[config.mk]
export PLATFORM = sky130hd
export DESIGN_NAME = irq_source_arbiter
export DESIGN_NICKNAME = d
export VERILOG_FILES = /design/src/rtl/irq_arb_pkg.sv /design/src/rtl/irq_flag_bank.sv /design/src/rtl/irq_prio_enc.sv /design/src/rtl/irq_bus_regs.sv /design/src/rtl/irq_source_arbiter.sv
export SDC_FILE = /design/constraint.sdc
export NUM_CORES = 1
export LEC_CHECK = 0
export ABC_AREA = 1
export CORE_MARGIN = 4
export CORE_UTILIZATION = 35
export CTS_BUF_LIST = sky130_fd_sc_hd__clkbuf_8
export DETAILED_ROUTE_END_ITERATION = 6
export GPL_TIMING_DRIVEN = 0
export SLEW_MARGIN = 20
export SYNTH_ARGS = -nofsm -noshare
export SYNTH_HDL_FRONTEND = slang
export SYNTH_HIERARCHICAL = 1
export SYNTH_SLANG_ARGS = --single-unit
[constraint.sdc]
create_clock -name clk_i -period 1.4 [get_ports clk_i]
set_input_delay 0.14 -clock clk_i [delete_from_list [all_inputs] [get_ports clk_i]]
set_output_delay 0.14 -clock clk_i [all_outputs]
set_load 0.01 [all_outputs]
[src/rtl/irq_arb_pkg.sv]
package irq_arb_pkg;

    localparam int NSRC = 7;
    localparam int CW   = $clog2(NSRC + 1);

    // register addresses
    localparam logic [1:0] ADDR_STAT = 2'd0;
    localparam logic [1:0] ADDR_MASK = 2'd1;
    localparam logic [1:0] ADDR_SRC  = 2'd2;

    // flags that an acknowledge leaves alone: register-access, receive, transmit ready
    localparam logic [NSRC-1:0] READY_MASK = 7'b0011100;

    typedef enum logic [0:0] {
        ST_QUIET  = 1'b0,
        ST_POSTED = 1'b1
    } arb_state_e;

endpackage

[src/rtl/irq_flag_bank.sv]
module irq_flag_bank
    import irq_arb_pkg::*;
(
    input  logic            clk_i,
    input  logic            rst_ni,
    input  logic [NSRC-1:0] set_i,
    input  logic [NSRC-1:0] w1c_i,
    input  logic [NSRC-1:0] ack_clr_i,
    output logic [NSRC-1:0] flags_d_o,
    output logic [NSRC-1:0] flags_q_o
);

    logic [NSRC-1:0] flags_q;

    for (genvar i = 0; i < NSRC; i++) begin : g_flag
        logic clr;
        // acknowledge may not clear a ready flag; a set always beats a clear
        assign clr = w1c_i[i] | (ack_clr_i[i] & ~READY_MASK[i]);
        assign flags_d_o[i] = set_i[i] | (flags_q[i] & ~clr);

        always_ff @(posedge clk_i or negedge rst_ni) begin
            if (!rst_ni) flags_q[i] <= 1'b0;
            else         flags_q[i] <= flags_d_o[i];
        end
    end

    assign flags_q_o = flags_q;

endmodule

[src/rtl/irq_prio_enc.sv]
module irq_prio_enc
    import irq_arb_pkg::*;
(
    input  logic [NSRC-1:0] req_i,
    output logic [CW-1:0]   code_o,
    output logic            any_o
);

    always_comb begin
        code_o = '0;
        // scan from least urgent to most urgent so the lowest index wins
        for (int i = NSRC - 1; i >= 0; i--) begin
            if (req_i[i]) code_o = CW'(i + 1);
        end
    end

    assign any_o = |req_i;

endmodule

[src/rtl/irq_bus_regs.sv]
module irq_bus_regs
    import irq_arb_pkg::*;
#(
    parameter int AW = 2,
    parameter int DW = 8
) (
    input  logic            clk_i,
    input  logic            rst_ni,
    input  logic [AW-1:0]   addr_i,
    input  logic            rd_i,
    input  logic            wr_i,
    input  logic [DW-1:0]   wdata_i,
    input  logic [NSRC-1:0] flags_q_i,
    input  logic [CW-1:0]   code_q_i,
    output logic [NSRC-1:0] mask_d_o,
    output logic [NSRC-1:0] mask_q_o,
    output logic [NSRC-1:0] w1c_o,
    output logic            ack_o,
    output logic [DW-1:0]   rdata_o
);

    logic [NSRC-1:0] mask_q;
    logic            hit_stat;
    logic            hit_mask;
    logic            hit_src;

    assign hit_stat = addr_i == AW'(ADDR_STAT);
    assign hit_mask = addr_i == AW'(ADDR_MASK);
    assign hit_src  = addr_i == AW'(ADDR_SRC);

    assign w1c_o    = (wr_i && hit_stat) ? wdata_i[NSRC-1:0] : '0;
    assign ack_o    = rd_i && hit_src;
    assign mask_d_o = (wr_i && hit_mask) ? wdata_i[NSRC-1:0] : mask_q;

    always_ff @(posedge clk_i or negedge rst_ni) begin
        if (!rst_ni) mask_q <= '0;
        else         mask_q <= mask_d_o;
    end

    assign mask_q_o = mask_q;

    always_comb begin
        rdata_o = '0;
        if (rd_i) begin
            unique case (1'b1)
                hit_stat: rdata_o = DW'(flags_q_i);
                hit_mask: rdata_o = DW'(mask_q);
                hit_src:  rdata_o = DW'(code_q_i);
                default:  rdata_o = '0;
            endcase
        end
    end

endmodule

[src/rtl/irq_source_arbiter.sv]
module irq_source_arbiter
    import irq_arb_pkg::*;
#(
    parameter int AW = 2,
    parameter int DW = 8
) (
    input  logic            clk_i,
    input  logic            rst_ni,
    input  logic [NSRC-1:0] ev_i,
    input  logic [AW-1:0]   bus_addr_i,
    input  logic            bus_rd_i,
    input  logic            bus_wr_i,
    input  logic [DW-1:0]   bus_wdata_i,
    output logic [DW-1:0]   bus_rdata_o,
    output logic            irq_o
);

    logic [NSRC-1:0] flags_d, flags_q;
    logic [NSRC-1:0] mask_d, mask_q;
    logic [NSRC-1:0] w1c;
    logic [NSRC-1:0] ack_clr;
    logic            ack;
    logic [CW-1:0]   code_d, code_q;
    logic            any_d;
    arb_state_e      state_q, state_d;

    irq_bus_regs #(.AW(AW), .DW(DW)) u_regs (
        .clk_i     (clk_i),
        .rst_ni    (rst_ni),
        .addr_i    (bus_addr_i),
        .rd_i      (bus_rd_i),
        .wr_i      (bus_wr_i),
        .wdata_i   (bus_wdata_i),
        .flags_q_i (flags_q),
        .code_q_i  (code_q),
        .mask_d_o  (mask_d),
        .mask_q_o  (mask_q),
        .w1c_o     (w1c),
        .ack_o     (ack),
        .rdata_o   (bus_rdata_o)
    );

    // one-hot of the posted code, applied only on an acknowledge
    for (genvar i = 0; i < NSRC; i++) begin : g_ack
        assign ack_clr[i] = ack && (code_q == CW'(i + 1));
    end

    irq_flag_bank u_flags (
        .clk_i     (clk_i),
        .rst_ni    (rst_ni),
        .set_i     (ev_i),
        .w1c_i     (w1c),
        .ack_clr_i (ack_clr),
        .flags_d_o (flags_d),
        .flags_q_o (flags_q)
    );

    // arbitrate on the values the registers take at this edge
    irq_prio_enc u_enc (
        .req_i  (flags_d & mask_d),
        .code_o (code_d),
        .any_o  (any_d)
    );

    always_comb begin
        state_d = state_q;
        unique case (state_q)
            ST_QUIET:  if (any_d)  state_d = ST_POSTED;   // go_post
            ST_POSTED: if (!any_d) state_d = ST_QUIET;    // go_quiet
            default:   state_d = ST_QUIET;
        endcase
    end

    always_ff @(posedge clk_i or negedge rst_ni) begin
        if (!rst_ni) begin
            state_q <= ST_QUIET;
            code_q  <= '0;
        end else begin
            state_q <= state_d;
            code_q  <= code_d;
        end
    end

    always_comb begin
        irq_o = (state_q == ST_POSTED);
    end

endmodule

==> impl_metrics.env <==
export IMPL_dieArea_um2=4001
export IMPL_place_area_um2=1378
export IMPL_setup_violations=2
export IMPL_tightest_slew_ps=823.2
export IMPL_core_area_um2=2829
export IMPL_drc=0
export IMPL_path_max_fanout=3
export IMPL_synthToLayoutAreaGrowth_pct=48.48
export IMPL_fin_cells=232
export IMPL_worstRegToRegCells=12
export IMPL_seqCellArea_um2=450.4
export IMPL_fillers=283
export IMPL_vias=1073
export IMPL_worstSetupStartpointType="flip-flop"
export IMPL_fmax_mhz=693.9
export IMPL_syn_inst=155
export IMPL_clockBufferDepth=2
export IMPL_dr_pass1_iters=4
export IMPL_multi_input_area_um2=528.0
export IMPL_wl_per_cell_um=11.87
export IMPL_worstPathRequired_ps=1580
export IMPL_postLayoutCellArea_um2=1587
export IMPL_grt_antenna_before_repair=0
export IMPL_hold_viol_final=0
export IMPL_chipHeight_um=63.26
export IMPL_root_buffer="clkbuf_8"
export IMPL_hpwlAfterDp_um=1908
export IMPL_h_tree_depth=1
export IMPL_route_met2_wl_um=1329
export IMPL_syn_area_um2=1069
export IMPL_clock_skew_final_ps=2.729
export IMPL_fin_nets=223
export IMPL_setup_ws_ps=-41.04
export IMPL_drt_initial_drc_count=23
export IMPL_startpoint="code_q[1]"
export IMPL_first_global_vias=1040
export IMPL_grt_pass1_wl_um=4560
export IMPL_n_antenna_cell=0
export IMPL_cts_buffers=3
export IMPL_period_needed_ps=1441
export IMPL_yosys_warnings=6
export IMPL_path_clk_slew_ps=70
export IMPL_maxSlewHeadroom=0.4495
export IMPL_slew_viol_final=0
export IMPL_arrival_ps=1620
export IMPL_leakage_nw=0.8813
export IMPL_place_congestion=0.7905
export IMPL_power_density_nw_per_um2=1036
export IMPL_port_buffers=27
export IMPL_top_layer="met4"
export IMPL_rsz0062_at_grt="true"
export IMPL_grt_max_degree=19
export IMPL_synth_area_per_cell_um2=6.894
export IMPL_wl_met3_um=155
export IMPL_path_class="flip-flop to flip-flop"
export IMPL_cts_sinks=18
export IMPL_violations="negative setup slack"
export IMPL_worstHoldPathType="input pin to asynchronous set/reset pin"
export IMPL_cap_violations=0
export IMPL_grt_ovfl_total=0
export IMPL_clk_latency_ps=250
export IMPL_cts_tree="done"
export IMPL_rows=19
export IMPL_dpl_cell_count=213
export IMPL_ant_nets=0
export IMPL_rr_startpoint="code_q[1]"
export IMPL_ir_drop_mv=0.5348
export IMPL_wl_met1_um=1229
export IMPL_io_pins=30
export IMPL_fin_crit_sh=1.029
export IMPL_outcome="complete, but fails checks"
export IMPL_grt_usage=0.1410
export IMPL_cts_hold_buffers=0
export IMPL_syn_nets=176
export IMPL_start_util=0.3777
export IMPL_postRouteWirelength_um=2754
export IMPL_crit_path_end_kind="flip-flop"
export IMPL_drive_gt1_frac=0.2886
export IMPL_die_x_um=63.26
export IMPL_vias_per_cell=4.625
==> layout make-up <==
| cell class | count | area share |
|---|---|---|
| Buffer | 2 | 0.01183 |
| Clock buffer | 4 | 0.03470 |
| Tap cell | 31 | 0.02445 |
| Sequential cell | 18 | 0.2839 |
| Inverter | 36 | 0.08517 |
| Timing Repair Buffer | 42 | 0.2271 |
| Multi-Input combinational cell | 99 | 0.3328 |
==> per-stage QoR <==
stage,setup WS [ps],setup TNS (ps),power (mW),utilization,hold slack (ps)
2_1_floorplan,121.3,0,0.8905,-,-155.6
3_3_place_gp,-892.0,-11510,1.046,0.4870,478.7
3_5_place_dp,-904.6,-11800,1.053,0.4870,482.2
4_1_cts,-72.16,-193.8,1.577,0.5449,395.7
5_1_grt,-170.1,-591.5,1.748,0.5608,425.5
6_report,-41.04,-50.69,1.644,0.5608,359.0
==> cell usage in the layout, fill, tap and decap left out, types with 4 or more instances in the layout <==
cell type / instances
nand2_2: 5
o21ai_2: 7
nor2_4: 4
dfrtp_1: 18
nand3_1: 11
dlygate4sd2_1: 5
inv_1: 29
clkbuf_8: 4
nand2_1: 41
buf_4: 14
a21oi_1: 4
nor2_1: 15
inv_2: 7
clkdlybuf4s50_1: 16
==> flip-flops by register name, summed over array words and instances, names as in the netlist <==
signal	cells
u_flags/flags_q_o	7
u_regs/mask_q_o	7
code_q	3
irq_o	1
==> path summary, 6_finish.rpt <==
kind                                   endpoint  slack, ps
setup / recovery                      code_q[1]        -40
hold / removal             u_flags/flags_q_o[3]        360
setup reg to reg                      code_q[1]        -40
hold reg to reg              u_regs/mask_q_o[3]        500
max in group asynchronous             code_q[1]        530
min in group clk_i           u_regs/mask_q_o[0]        400
==> per-layer routing <==
layer	vias to the layer above	global-route usage
li1	550	-
met1	487	0.1881
met2	30	0.2292
met3	6	0.03197
met4	0	0.03774
met5	-	0
==> repair_timing <==
action | 4_1_cts | 5_1_grt
endpoints found under the setup margin | 18 | 12
pin swaps | 10 | 11
setup buffers | 12 | 5
resized for setup | 35 | 17
==> power breakdown <==
| part | leakage (nW) | switching [mW] | internal, mW |
|---|---|---|---|
| combinational | 0.655 | 0.303 | 0.279 |
| clock | 0.0288 | 0.182 | 0.250 |
| sequential | 0.197 | 0.0402 | 0.590 |
| total | 0.881 | 0.525 | 1.12 |
==> worst max-delay path, cell delays in order, from the launching register on <==
cell and delay, ps:
dfrtp_1 380, buf_4 150, nand2_1 50, nor2_1 40
nor2_1 100, nand2_1 50, nand2_1 70, nand2_1 80
inv_2 70, inv_1 50, nand2_2 90, nand3_1 110
a21oi_2 140
Note: power is estimated with default switching activity, not from simulation.
